<file path="src/rtl/rr_seq_pkg.sv">
package rr_seq_pkg;

  localparam int NUM_CH = 3;
  localparam int CH_W   = 2;

  typedef enum logic [CH_W-1:0] {
    CH_LOCAL = 2'd0,
    CH_REM1  = 2'd1,
    CH_REM2  = 2'd2
  } chan_e;

  typedef enum logic {
    ST_IDLE = 1'b0,
    ST_CONV = 1'b1
  } seq_state_e;

  function automatic chan_e next_chan(input chan_e cur);
    chan_e nxt;
    case (cur)
      CH_LOCAL: nxt = CH_REM1;
      CH_REM1:  nxt = CH_REM2;
      default:  nxt = CH_LOCAL;
    endcase
    return nxt;
  endfunction

endpackage

</file>
<file path="src/rtl/rr_rst_sync.sv">
module rr_rst_sync (
  input  logic clk,
  input  logic rst_n,
  output logic srst_n
);

  logic stage1_q;
  logic stage2_q;

  always_ff @(posedge clk or negedge rst_n) begin
    if (!rst_n) begin
      stage1_q <= 1'b0;
      stage2_q <= 1'b0;
    end else begin
      stage1_q <= 1'b1;
      stage2_q <= stage1_q;
    end
  end

  assign srst_n = stage2_q;

endmodule

</file>
<file path="src/rtl/rr_slot_timer.sv">
module rr_slot_timer #(
  parameter int MAX_LEN = 128,
  parameter int LEN_W   = $clog2(MAX_LEN + 1)
) (
  input  logic             clk,
  input  logic             rst_n,
  input  logic             load,
  input  logic [LEN_W-1:0] load_len,
  output logic             expired
);

  logic [LEN_W-1:0] cnt_q;
  logic [LEN_W-1:0] cnt_d;
  logic             cnt_en;

  always_comb begin
    cnt_en = load || (cnt_q != '0);
    if (load) begin
      cnt_d = load_len - LEN_W'(1);
    end else begin
      cnt_d = cnt_q - LEN_W'(1);
    end
  end

  always_ff @(posedge clk or negedge rst_n) begin
    if (!rst_n) begin
      cnt_q <= '0;
    end else if (cnt_en) begin
      cnt_q <= cnt_d;
    end
  end

  assign expired = (cnt_q == '0);

  // window counter can never exceed the longest slot
  assert_len_bound_R5: assert property (@(posedge clk) disable iff (!rst_n)
    cnt_q < LEN_W'(MAX_LEN));

  // once expired and not reloaded, the counter stays parked
  assert_park_R5: assert property (@(posedge clk) disable iff (!rst_n)
    (expired && !load) |=> expired);

endmodule

</file>
<file path="src/rtl/rr_seq_ctrl.sv">
module rr_seq_ctrl
  import rr_seq_pkg::*;
#(
  parameter int TICKS_PER_MS = 4,
  parameter int LOCAL_MS     = 11,
  parameter int REMOTE_MS    = 32,
  localparam int LOCAL_LEN   = LOCAL_MS * TICKS_PER_MS,
  localparam int REMOTE_LEN  = REMOTE_MS * TICKS_PER_MS,
  localparam int MAX_LEN     = (LOCAL_LEN > REMOTE_LEN) ? LOCAL_LEN : REMOTE_LEN,
  localparam int LEN_W       = $clog2(MAX_LEN + 1)
) (
  input  logic             clk,
  input  logic             rst_n,
  input  logic             mon_en,
  input  logic             slot_done,
  output logic             slot_load,
  output logic [LEN_W-1:0] slot_len,
  output logic             wr_en,
  output chan_e            wr_chan,
  output chan_e            chan_o,
  output logic             start_o,
  output logic             valid_o,
  output chan_e            rchan_o
);

  function automatic logic [LEN_W-1:0] len_of(input chan_e c);
    if (c == CH_LOCAL) begin
      return LEN_W'(LOCAL_LEN);
    end
    return LEN_W'(REMOTE_LEN);
  endfunction

  seq_state_e state_q, state_d;
  chan_e      chan_q, chan_d;
  chan_e      rchan_q, rchan_d;
  logic       start_q, start_d;
  logic       valid_q, valid_d;

  always_comb begin
    state_d   = state_q;
    chan_d    = chan_q;
    rchan_d   = rchan_q;
    start_d   = 1'b0;
    valid_d   = 1'b0;
    slot_load = 1'b0;
    slot_len  = len_of(CH_LOCAL);
    wr_en     = 1'b0;
    case (state_q)
      ST_IDLE: begin
        if (mon_en) begin
          state_d   = ST_CONV;
          chan_d    = CH_LOCAL;
          start_d   = 1'b1;
          slot_load = 1'b1;
          slot_len  = len_of(CH_LOCAL);
        end
      end
      default: begin
        if (slot_done) begin
          wr_en   = 1'b1;
          valid_d = 1'b1;
          rchan_d = chan_q;
          if (mon_en) begin
            chan_d    = next_chan(chan_q);
            start_d   = 1'b1;
            slot_load = 1'b1;
            slot_len  = len_of(next_chan(chan_q));
          end else begin
            state_d = ST_IDLE;
            chan_d  = CH_LOCAL;
          end
        end
      end
    endcase
  end

  always_ff @(posedge clk or negedge rst_n) begin
    if (!rst_n) begin
      state_q <= ST_IDLE;
      chan_q  <= CH_LOCAL;
      rchan_q <= CH_LOCAL;
      start_q <= 1'b0;
      valid_q <= 1'b0;
    end else begin
      state_q <= state_d;
      chan_q  <= chan_d;
      rchan_q <= rchan_d;
      start_q <= start_d;
      valid_q <= valid_d;
    end
  end

  assign wr_chan = chan_q;
  assign chan_o  = chan_q;
  assign start_o = start_q;
  assign valid_o = valid_q;
  assign rchan_o = rchan_q;

  // start request lasts one cycle
  assert_start_pulse_R10: assert property (@(posedge clk) disable iff (!rst_n)
    start_q |=> !start_q);

  // valid strobe lasts one cycle
  assert_valid_pulse_R7: assert property (@(posedge clk) disable iff (!rst_n)
    valid_q |=> !valid_q);

  // a non-local start always follows completion of its predecessor
  assert_order_R4: assert property (@(posedge clk) disable iff (!rst_n)
    (start_q && chan_q != CH_LOCAL) |-> (valid_q && next_chan(rchan_q) == chan_q));

  // idle with enable low produces no start
  assert_idle_quiet_R2: assert property (@(posedge clk) disable iff (!rst_n)
    (state_q == ST_IDLE && !mon_en) |=> !start_q);

  // every store raises the strobe one edge later
  assert_store_flags_R7: assert property (@(posedge clk) disable iff (!rst_n)
    wr_en |=> valid_q);

endmodule

</file>
<file path="src/rtl/rr_value_bank.sv">
module rr_value_bank
  import rr_seq_pkg::*;
#(
  parameter int DATA_W = 8
) (
  input  logic                     clk,
  input  logic                     rst_n,
  input  logic                     wr_en,
  input  chan_e                    wr_chan,
  input  logic [DATA_W-1:0]        wr_data,
  output logic [NUM_CH*DATA_W-1:0] vals_flat,
  output logic [DATA_W-1:0]        last_value
);

  logic [DATA_W-1:0] val_q [NUM_CH];
  logic [DATA_W-1:0] last_q;

  for (genvar g = 0; g < NUM_CH; g++) begin : g_chan
    logic hit;
    assign hit = wr_en && (wr_chan == chan_e'(g));

    always_ff @(posedge clk or negedge rst_n) begin
      if (!rst_n) begin
        val_q[g] <= '0;
      end else if (hit) begin
        val_q[g] <= wr_data;
      end
    end

    assign vals_flat[g*DATA_W +: DATA_W] = val_q[g];
  end

  always_ff @(posedge clk or negedge rst_n) begin
    if (!rst_n) begin
      last_q <= '0;
    end else if (wr_en) begin
      last_q <= wr_data;
    end
  end

  assign last_value = last_q;

  // the flagged value matches the register just written
  assert_store_R6: assert property (@(posedge clk) disable iff (!rst_n)
    wr_en |=> (last_q == val_q[$past(wr_chan)]));

  // without a write every register keeps its contents
  assert_hold_R6: assert property (@(posedge clk) disable iff (!rst_n)
    !wr_en |=> $stable(vals_flat));

endmodule

</file>
<file path="src/rtl/rr_conv_seq.sv">
module rr_conv_seq
  import rr_seq_pkg::*;
#(
  parameter int DATA_W       = 8,
  parameter int TICKS_PER_MS = 4,
  parameter int LOCAL_MS     = 11,
  parameter int REMOTE_MS    = 32
) (
  input  logic                     clk,
  input  logic                     rst_n,
  input  logic                     mon_en,
  input  logic [DATA_W-1:0]        conv_result,
  output logic [1:0]               chan_idx,
  output logic                     conv_start,
  output logic [3*DATA_W-1:0]      values,
  output logic                     res_valid,
  output logic [1:0]               res_chan,
  output logic [DATA_W-1:0]        res_value
);

  localparam int LOCAL_LEN  = LOCAL_MS * TICKS_PER_MS;
  localparam int REMOTE_LEN = REMOTE_MS * TICKS_PER_MS;
  localparam int MAX_LEN    = (LOCAL_LEN > REMOTE_LEN) ? LOCAL_LEN : REMOTE_LEN;
  localparam int LEN_W      = $clog2(MAX_LEN + 1);

  logic             srst_n;
  logic             slot_load;
  logic [LEN_W-1:0] slot_len;
  logic             slot_done;
  logic             wr_en;
  chan_e            wr_chan;
  chan_e            chan_s;
  chan_e            rchan_s;

  rr_rst_sync u_rst_sync (
    .clk    (clk),
    .rst_n  (rst_n),
    .srst_n (srst_n)
  );

  rr_slot_timer #(
    .MAX_LEN (MAX_LEN),
    .LEN_W   (LEN_W)
  ) u_timer (
    .clk      (clk),
    .rst_n    (srst_n),
    .load     (slot_load),
    .load_len (slot_len),
    .expired  (slot_done)
  );

  rr_seq_ctrl #(
    .TICKS_PER_MS (TICKS_PER_MS),
    .LOCAL_MS     (LOCAL_MS),
    .REMOTE_MS    (REMOTE_MS)
  ) u_ctrl (
    .clk       (clk),
    .rst_n     (srst_n),
    .mon_en    (mon_en),
    .slot_done (slot_done),
    .slot_load (slot_load),
    .slot_len  (slot_len),
    .wr_en     (wr_en),
    .wr_chan   (wr_chan),
    .chan_o    (chan_s),
    .start_o   (conv_start),
    .valid_o   (res_valid),
    .rchan_o   (rchan_s)
  );

  rr_value_bank #(
    .DATA_W (DATA_W)
  ) u_bank (
    .clk        (clk),
    .rst_n      (srst_n),
    .wr_en      (wr_en),
    .wr_chan    (wr_chan),
    .wr_data    (conv_result),
    .vals_flat  (values),
    .last_value (res_value)
  );

  assign chan_idx = chan_s;
  assign res_chan = rchan_s;

  // a start never names an unused channel code
  assert_chan_legal_R10: assert property (@(posedge clk) disable iff (!srst_n)
    conv_start |-> (chan_idx != 2'd3));

endmodule

</file>
<file path="config.mk">
export PLATFORM = sky130hd
export DESIGN_NAME = rr_conv_seq
export DESIGN_NICKNAME = d
export VERILOG_FILES = /design/src/rtl/rr_seq_pkg.sv /design/src/rtl/rr_rst_sync.sv /design/src/rtl/rr_slot_timer.sv /design/src/rtl/rr_seq_ctrl.sv /design/src/rtl/rr_value_bank.sv /design/src/rtl/rr_conv_seq.sv
export SDC_FILE = /design/constraint.sdc
export NUM_CORES = 1
export LEC_CHECK = 0
export BUFFER_PORTS_ARGS = -buffer_cell sky130_fd_sc_hd__buf_2
export CAP_MARGIN = 40
export CORE_ASPECT_RATIO = 1.4
export CORE_MARGIN = 2
export CORE_UTILIZATION = 30
export CTS_BUF_LIST = sky130_fd_sc_hd__clkbuf_16
export DETAILED_ROUTE_END_ITERATION = 6
export PLACE_DENSITY_LB_ADDON = 0.15
export SLEW_MARGIN = 20
export SYNTH_ARGS = -nofsm -noshare
export SYNTH_HDL_FRONTEND = slang
export SYNTH_SLANG_ARGS = --single-unit
</file>
<file path="constraint.sdc">
create_clock -name clk -period 1.6 [get_ports clk]
set_clock_uncertainty 0.2 [all_clocks]
set_input_delay 0.32 -clock clk [delete_from_list [all_inputs] [get_ports clk]]
set_output_delay 0.32 -clock clk [all_outputs]
set_load 0.03 [all_outputs]
</file>
==> results of run 1 <==
==> through the flow <==
step	cells	hold WS, ns	setup WS (ns)	area, µm²
floorplan	163	-0.176	-0.361	2090
global placement	311	-0.0947	-0.400	2630
detailed placement	311	-0.0928	-0.379	2630
CTS	324	0.0292	-0.384	2960
global route	328	0.0509	-0.448	3120
finish	328	0.0114	-0.351	3120
==> area by class of cell <==
| class | instances | area share |
|---|---|---|
| clock inverter | 3 | 0.00601 |
| multi-input combinational | 107 | 0.316 |
| tap | 74 | 0.0297 |
| clock buffer | 5 | 0.0401 |
| sequential | 49 | 0.394 |
| inverter | 2 | 0.00321 |
| timing repair buffer | 88 | 0.211 |
==> power breakdown <==
group / internal (mW) / switching [mW] / leakage, nW / total, mW
registers: 1.68 / 0.326 / 0.588 / 2.01
logic: 1.27 / 1.59 / 0.867 / 2.86
clock network: 0.574 / 0.454 / 0.0672 / 1.03
==> worst max-delay path, stage by stage (launching register included) <==
cell and delay, ns:
dfrtp_1 0.41, nor4_4 0.39, nand3_4 0.18, nor3_4 0.19
buf_6 0.17, mux2_4 0.30
==> what timing repair did <==
item                                    4_1_cts  5_1_grt
setup buffers                                 5        6
endpoints found under the hold margin         2        0
cloned                                        0        1
endpoints found under the setup margin       48       48
pin swaps                                    11       23
gates resized for setup                      31       33
hold buffers                                  1        0
==> worst max path at each step <==
stage	end	slack, ns
global route	u_timer.cnt_q[6]	-0.45
finish	u_bank.vals_flat[7]	-0.35
floorplan	u_bank.vals_flat[0]	-0.36
CTS	u_bank.vals_flat[7]	-0.38
global placement	u_timer.cnt_q[3]	-0.40
detailed placement	u_bank.vals_flat[3]	-0.38
==> per-layer routing <==
metal | vias up | wire (µm) | track usage
met2 | 39 | 2680 | 0.249
met4 | 0 | 44 | 0.0420
met3 | 5 | 214 | 0.0348
met1 | 762 | 2230 | 0.187
met5 | - | 0 | 0
li1 | 736 | - | -
==> placed cells by master, fill, tap and decap left out, drive strengths merged, types with 2 or more instances in the layout <==
cell,count
a21oi,4
nor3,5
xnor2,3
mux2,25
nor4,2
nand2,37
clkinvlp,2
dfrtp,49
nor2,8
inv,3
clkbuf,6
mux2i,2
nand2b,4
nand3,3
buf,86
==> registers in the layout (all words and copies together) (netlist names) <==
name and cells:
u_bank.last_value 8, u_ctrl.start_o 1, u_rst_sync.srst_n 1, u_ctrl.valid_o 1, u_ctrl.state_q 1, u_rst_sync.stage1_q 1
u_ctrl.rchan_o 2, u_ctrl.chan_o 2, u_timer.cnt_q 8, u_bank.vals_flat 24
==> cell families after synthesis <==
kind of cell | share of synthesized area
fa+ha+maj | 0.00617
compound gates | 0.0358
mux | 0.149
other cells | 0.00185
xor+xnor | 0.0130
buf+inv | 0.0197
simple gates | 0.170
flops | 0.605
==> impl_metrics.py, run 1 <==
metrics = {
    "outcome": {
        "outcome": "finished, violations left",
        "failed_checks": "negative setup slack",
    },
    "worst_setup_path": {
        "r2r_slack_ns": -0.35,
        "critical_path_class": "reg2reg",
        "startpoint": "u_timer.cnt_q[6]",
        "critPathCaptureType": "register",
        "critPathMaxFanout": 6,
        "start_kind": "register",
        "r2r_end": "u_bank.vals_flat[7]",
        "rr_worst_depth": 5,
        "worstPathRequired_ns": 1.57,
        "cp.arrival_ns": 1.92,
        "timing.rr.start": "u_timer.cnt_q[6]",
    },
    "floorplan": {
        "dieArea_mm2": 0.00744,
        "rows": 35,
        "die_w_um": 73.5,
        "coreArea_mm2": 0.00657,
        "initial_core_util": 0.309,
        "ios": 49,
        "die_h_um": 101,
    },
    "yosys": {
        "synthCells": 163,
        "synth_seq_area_share": 0.605,
        "ys_ff_latch": 49,
        "yosysMostFrequentCell": "dfrtp_1",
        "synth_area_leader_cell": "dfrtp_1",
        "syn_area_mm2": 0.00203,
        "syn_avg_cell_area_um2": 12.4,
        "synth_warnings": 0,
        "synth-main-ff-cell": "dfrtp_1",
        "synth_top_area_frac": 0.605,
        "synth_edf_count": 0,
        "ys_types": 33,
        "async_flop_share": 1.00,
        "syn_nets": 175,
        "synth_area_leaders": "dfrtp_1, mux2_2, nand2_1",
        "yosys-top-cells-count": "dfrtp_1, nand2_1, mux2_2, nor2_1",
    },
    "detailed_routing": {
        "wire_per_inst_um": 15.7,
        "via_count": 1542,
        "firstDrtPassIters": 4,
        "totalWireLength_um": 5160,
        "viasPerCell": 4.70,
        "antenna_left": 0,
        "drtIter0Drc": 48,
        "drc": 0,
    },
    "power_and_ir_drop": {
        "finalPower_mw": 5.90,
        "peakVddDrop_mv": 0.992,
        "powerDensity_mw_per_mm2": 1890,
        "p_leak_nw": 1.52,
    },
    "cts": {
        "cts_buffer_depth": 2,
        "cts-root-buf": "clkbuf_16",
        "worstSkewPairLatency_ns": 0.28,
        "tritoncts": "done",
        "numCtsBuffers": 5,
        "clk_pin_slew_ns": 0.07,
        "ctsHtreeMaxLevel": 2,
        "cts.sinks": 49,
    },
    "finish": {
        "n_antenna_cell": 0,
        "multiInputGateArea_um2": 986,
        "seqCellArea_mm2": 0.00123,
        "fin_nets": 265,
        "areaGrowthSynthToFinish_pct": 53.9,
        "utilization": 0.475,
        "drive_gt1_frac": 0.638,
        "final.fill_count": 624,
    },
    "timing": {
        "fin_ws_ns": -0.351,
        "finalCritPeriodShare": 1.22,
        "layout_min_cycle_time_ns": 1.95,
        "setup_viol": 47,
        "hold_viol_final": 0,
        "clock.fmax_ghz": 0.513,
        "tns_ns": -10.96,
        "rsz0062_at_grt": "yes",
        "finalMaxSlewViolations": 0,
    },
    "grt": {
        "grt_overflow_total": 0,
        "grt_max_degree": 19,
        "grt_use_total": 0.147,
        "grt_pass1_wl_um": 8310,
        "first_global_vias": 1604,
        "antenna_found_initial": 0,
    },
    "place": {
        "hpwl_um": 3620,
        "place_congestion": 0.808,
        "numPortBuffers": 48,
    },
    "run": {
        "cap_violations": 0,
    },
    "worst_hold_path": {
        "hold_path.class": "reg2async",
    },
}
(Power assumes the default switching activity.)
==> run 2: changes to the inputs <==
SKIP_LAST_GASP = 1   (was unset)
==> impl_metrics.py, run 2 (same netlist as run 1, synthesis figures left out) <==
metrics = {
    "detailed_routing": {
        "totalWireLength_um": 5130,
        "drtIter0Drc": 40,
        "via_count": 1542,
        "drc": 0,
        "antenna_left": 0,
        "firstDrtPassIters": 4,
        "viasPerCell": 4.70,
        "wire_per_inst_um": 15.6,
    },
    "worst_setup_path": {
        "worstPathRequired_ns": 1.57,
        "cp.arrival_ns": 1.92,
        "critPathMaxFanout": 6,
        "r2r_slack_ns": -0.35,
        "critPathCaptureType": "register",
        "rr_worst_depth": 5,
        "critical_path_class": "reg2reg",
        "start_kind": "register",
    },
    "outcome": {
        "failed_checks": "negative setup slack",
        "outcome": "finished, violations left",
    },
    "power_and_ir_drop": {
        "powerDensity_mw_per_mm2": 1890,
        "peakVddDrop_mv": 0.980,
        "swShare": 0.402,
        "combPwrFrac": 0.484,
        "power_switching_mw": 2.36,
        "power_frac_clock": 0.174,
        "p_int_mw": 3.52,
        "p_leak_nw": 1.52,
        "p_seq_frac": 0.341,
        "finalPower_mw": 5.87,
    },
    "place": {
        "place_congestion": 0.808,
        "place_area_mm2": 0.00263,
        "hpwl_um": 3620,
        "dp_slack_ns": -0.379,
        "numPortBuffers": 48,
    },
    "worst_hold_path": {
        "hold_path.class": "reg2async",
    },
    "floorplan": {
        "die_h_um": 101,
        "coreArea_mm2": 0.00657,
        "die_w_um": 73.5,
        "dieArea_mm2": 0.00744,
        "ios": 49,
        "rows": 35,
        "initial_core_util": 0.309,
    },
    "grt": {
        "antenna_found_initial": 0,
        "grt_overflow_total": 0,
        "grt_pass1_wl_um": 8310,
        "first_global_vias": 1606,
        "grt_use_total": 0.148,
        "grt_max_degree": 19,
    },
    "finish": {
        "areaGrowthSynthToFinish_pct": 53.4,
        "n_antenna_cell": 0,
        "final.fill_count": 619,
        "drive_gt1_frac": 0.630,
        "fin_nets": 265,
        "final_common_cell": "buf_2",
        "layout_common_cells": "buf_2, dfrtp_1, buf_4, nand2_1, mux2_2",
        "largest_register_ffs": 24,
        "fin_area_mm2": 0.00311,
    },
    "cts": {
        "numCtsBuffers": 5,
        "ctsHtreeMaxLevel": 2,
        "cts-root-buf": "clkbuf_16",
        "cts_buffer_depth": 2,
        "cts.sinks": 49,
        "clk_pin_slew_ns": 0.07,
        "tritoncts": "done",
        "worstSkewPairLatency_ns": 0.28,
    },
    "timing": {
        "fin_ws_ns": -0.351,
        "layout_min_cycle_time_ns": 1.95,
        "finalCritPeriodShare": 1.22,
        "clock.fmax_ghz": 0.513,
        "hold_viol_final": 0,
        "tns_ns": -11.00,
        "setup_viol": 47,
        "finalMaxSlewViolations": 0,
        "rsz0062_at_grt": "yes",
    },
    "run": {
        "cap_violations": 0,
    },
}
[run 2: worst paths after layout]
check | startpoint | to
max | u_timer.cnt_q[6] | u_bank.vals_flat[7]
min | u_rst_sync.srst_n | u_bank.vals_flat[17]
max reg2reg | u_timer.cnt_q[6] | u_bank.vals_flat[7]
min reg2reg | u_rst_sync.srst_n | u_bank.vals_flat[17]
max in group asynchronous | u_rst_sync.srst_n | u_ctrl.chan_o[0]
min in group clk | conv_result[4] | u_bank.last_value[4]
[run 2: metal layers]
metal | GRT usage | share of wire | vias up
met5 | 0 | 0 | -
li1 | - | - | 735
met3 | 0.0348 | 0.040 | 5
met4 | 0.0420 | 0.0086 | 0
met2 | 0.249 | 0.52 | 33
met1 | 0.187 | 0.43 | 769
[run 2: repair_timing]
action / CTS / global route
endpoints found under the hold margin: 2 / 0
resized for setup: 29 / 32
pin swaps: 11 / 22
cloned: 0 / 1
hold buffers: 1 / 0
setup buffers: 5 / 6
setup endpoints to repair: 48 / 48
[run 2: power groups by stage]
stage | combinational, mW | clock, mW | sequential (mW)
detailed placement | 2.40 | 0 | 2.01
global route | 3.05 | 1.11 | 2.05
global placement | 2.39 | 0 | 2.00
finish | 2.84 | 1.02 | 2.00
floorplan | 0.795 | 0 | 2.70
CTS | 2.68 | 1.06 | 1.99
[run 2: layout make-up]
cell class	count	area, µm²	share of cell area
clock inverters	3	18.8	0.00603
inverters	2	10.0	0.00322
flip-flops and latches	49	1230	0.395
clock buffers	5	125	0.0402
multi-input cells	107	981	0.315
repair buffers	88	654	0.210
well taps	74	92.6	0.0298
[run 2: through the flow]
step | instances | utilization | hold slack (ns)
after floorplan | 163 | - | -0.176
after global placement | 311 | 0.401 | -0.0947
after detailed placement | 311 | 0.401 | -0.0928
after CTS | 324 | 0.448 | 0.0292
after global routing | 328 | 0.474 | 0.0509
final | 328 | 0.474 | 0.0113
[run 2: critical path: stages, from the launching register on]
cell	delay, ns
dfrtp_1	0.41
nor4_4	0.39
nand3_4	0.18
nor3_4	0.19
buf_6	0.17
mux2_4	0.30
==> run 3: changes to the inputs <==
PLACE_DENSITY_LB_ADDON = unset   (was 0.15)
SYNTH_HIERARCHICAL = 1   (was unset)
==> impl_metrics.py, run 3 <==
metrics = {
    "finish": {
        "fin_area_mm2": 0.00316,
        "instances_no_fill": 346,
        "largest_register_ffs": 24,
        "fin_nets": 262,
        "areaGrowthSynthToFinish_pct": 44.5,
        "n_antenna_cell": 0,
        "layout_common_cells": "buf_2, dfrtp_1, buf_4, mux2_2, mux2_4",
        "final.fill_count": 660,
        "drive_gt1_frac": 0.641,
    },
    "floorplan": {
        "initial_core_util": 0.311,
        "rows": 36,
        "die_w_um": 76.2,
        "die_h_um": 105,
        "ios": 49,
        "dieArea_mm2": 0.00800,
        "coreArea_mm2": 0.00703,
    },
    "worst_setup_path": {
        "cp.arrival_ns": 2.79,
        "worstPathRequired_ns": 1.62,
        "start_kind": "register",
        "critical_path_class": "reg2reg",
        "slowest_stage": "or4_4",
        "critPathCaptureType": "register",
        "critPathMaxFanout": 6,
        "crit_chain": "or4_4 > nor2_8 > nand2b_4 > and2_4 > mux2i_2 > ha_2 > o221ai_2 > or4_1 > nand4_1",
        "max_stage_delay_ns": 0.58,
    },
    "place": {
        "numPortBuffers": 48,
        "place_congestion": 0.733,
        "hpwl_um": 3370,
        "place_area_mm2": 0.00284,
        "dp_cells": 326,
    },
    "grt": {
        "antenna_found_initial": 0,
        "grt_use_total": 0.123,
        "grt_overflow_total": 0,
        "first_global_vias": 1584,
        "grt_pass1_wl_um": 7760,
        "grt_max_degree": 48,
    },
    "timing": {
        "setup_viol": 46,
        "tns_ns": -32.92,
        "layout_min_cycle_time_ns": 2.77,
        "clock.fmax_ghz": 0.362,
        "finalMaxSlewViolations": 0,
        "finalCritPeriodShare": 1.73,
        "hold_viol_final": 0,
        "rsz0062_at_grt": "yes",
        "fin_ws_ns": -1.17,
        "hold_slack_ns": 0.0464,
    },
    "power_and_ir_drop": {
        "p_seq_frac": 0.523,
        "power_frac_clock": 0.413,
        "powerDensity_mw_per_mm2": 771,
        "combPwrFrac": 0.064,
        "p_leak_nw": 1.56,
        "peakVddDrop_mv": 0.342,
        "swShare": 0.225,
        "power_switching_mw": 0.548,
        "p_int_mw": 1.89,
    },
    "cts": {
        "numCtsBuffers": 5,
        "ctsHtreeMaxLevel": 2,
        "clk_pin_slew_ns": 0.06,
        "cts_buffer_depth": 2,
        "cts-root-buf": "clkbuf_16",
        "worstSkewPairLatency_ns": 0.28,
        "tritoncts": "done",
        "cts.sinks": 49,
    },
    "yosys": {
        "ys_ff_latch": 49,
        "synth_compound_gate_area_share": 0.0475,
        "synth_edf_count": 0,
        "synth_warnings": 6,
        "synth-main-ff-cell": "dfrtp_1",
        "synth_simple_gate_area_frac": 0.117,
        "synth_area_leaders": "dfrtp_1, mux2_2, buf_4",
        "yosys-top-cells-count": "dfrtp_1, mux2_2, buf_4, mux2i_1, nor2_1",
        "synth_top_family_by_area": "multiplexers",
        "synthMuxAreaShare": 0.199,
        "async_flop_share": 1.00,
        "synthCells": 158,
        "synth_top_area_frac": 0.561,
        "synth_area_leader_cell": "dfrtp_1",
        "syn_area_mm2": 0.00219,
        "synth_seq_area_share": 0.561,
        "yosysMostFrequentCell": "dfrtp_1",
        "ys_types": 44,
        "syn_avg_cell_area_um2": 13.8,
        "synthXorXnorAreaFrac": 0.0240,
        "synth_adder_area_share": 0.00572,
    },
    "worst_hold_path": {
        "hold_path.class": "reg2async",
    },
    "detailed_routing": {
        "totalWireLength_um": 4630,
        "viasPerCell": 4.45,
        "firstDrtPassIters": 4,
        "drc": 0,
        "wire_per_inst_um": 13.4,
        "via_count": 1541,
        "drtIter0Drc": 25,
        "antenna_left": 0,
    },
    "outcome": {
        "failed_checks": "negative setup slack",
        "outcome": "finished, violations left",
    },
    "run": {
        "cap_violations": 0,
    },
}
==> run 3: cell types whose count changed after synthesis, moves of 4 or more <==
cell / change
mux2_2: +10
nor2_1: -4
nand2_1: -33
buf_4: +9
==> run 3: layout make-up <==
class | instances | area [µm²] | area share
Clock inverter | 3 | 18.8 | 0.00594
Sequential cell | 49 | 1230 | 0.389
Tap cell | 95 | 119 | 0.0376
Timing Repair Buffer | 93 | 647 | 0.205
Inverter | 3 | 21.3 | 0.00673
Multi-Input combinational cell | 98 | 1000 | 0.317
Clock buffer | 5 | 125 | 0.0396
==> run 3: path summary, 6_finish.rpt <==
kind                                         from                   end  slack, ns  cells after the start
max in group asynchronous       u_rst_sync/srst_n   u_bank/vals_flat[9]       0.93                      1
worst max register to register   u_timer/cnt_q[5]      u_timer/cnt_q[6]      -1.17                      9
worst min register to register  u_rst_sync/srst_n  u_bank/last_value[7]       0.05                      1
worst max-delay path             u_timer/cnt_q[5]      u_timer/cnt_q[6]      -1.17                      9
min in group clk                           mon_en        u_ctrl/state_q       0.09                      2
worst min-delay path            u_rst_sync/srst_n  u_bank/last_value[7]       0.05                      1
==> run 3: what timing repair did <==
| action | in CTS | in global routing |
|---|---|---|
| hold buffers | 1 | 0 |
| setup buffers | 9 | 9 |
| endpoints found under the hold margin | 2 | 0 |
| setup endpoints to repair | 47 | 48 |
| pin swaps | 11 | 10 |
| gates resized for setup | 15 | 13 |
==> run 3: power groups by stage <==
stage / Combinational [mW] / Clock [mW] / Sequential [mW]
after floorplan: 0.0381 / 0 / 1.36
after global routing: 0.171 / 1.09 / 1.28
after CTS: 0.158 / 1.04 / 1.27
after detailed placement: 0.155 / 0 / 1.30
after global placement: 0.153 / 0 / 1.30
final: 0.157 / 1.01 / 1.27
==> run 3: per-layer routing <==
layer | routed length, µm | part of all wire | GRT usage | vias to the layer above
li1 | - | - | - | 742
met1 | 1810 | 0.39 | 0.137 | 751
met2 | 2570 | 0.55 | 0.222 | 41
met3 | 161 | 0.035 | 0.0276 | 7
met4 | 93 | 0.020 | 0.0532 | 0
met5 | 0 | 0 | 0 | -
==> run 3: stage by stage <==
step,worst slack [ns],power [mW],util
final,-1.17,2.44,0.450
after global routing,-1.26,2.54,0.450
after CTS,-1.13,2.48,0.440
after detailed placement,-1.15,1.45,0.404
after global placement,-1.08,1.45,0.404
after floorplan,-1.34,1.40,-
==> run 3: kinds of logic (layout without fill, tap and decap cells) <==
kind of cell | Yosys count | after routing
AOI/OAI and AO/OA | 13 | 13
muxes | 39 | 39
DFF | 49 | 49
xor gates and xnor gates | 6 | 6
buffers and inverters | 14 | 104
and+or+nand+nor | 34 | 34
adders and majority gates | 1 | 1
other | 2 | 5
==> run 3: worst max-delay path, delay by kind of cell, from the launching register on <==
family	cells	cell delay, ns
simple gates	6	1.52
flops	1	0.37
mux	1	0.25
fa+ha+maj	1	0.25
compound gates	1	0.10
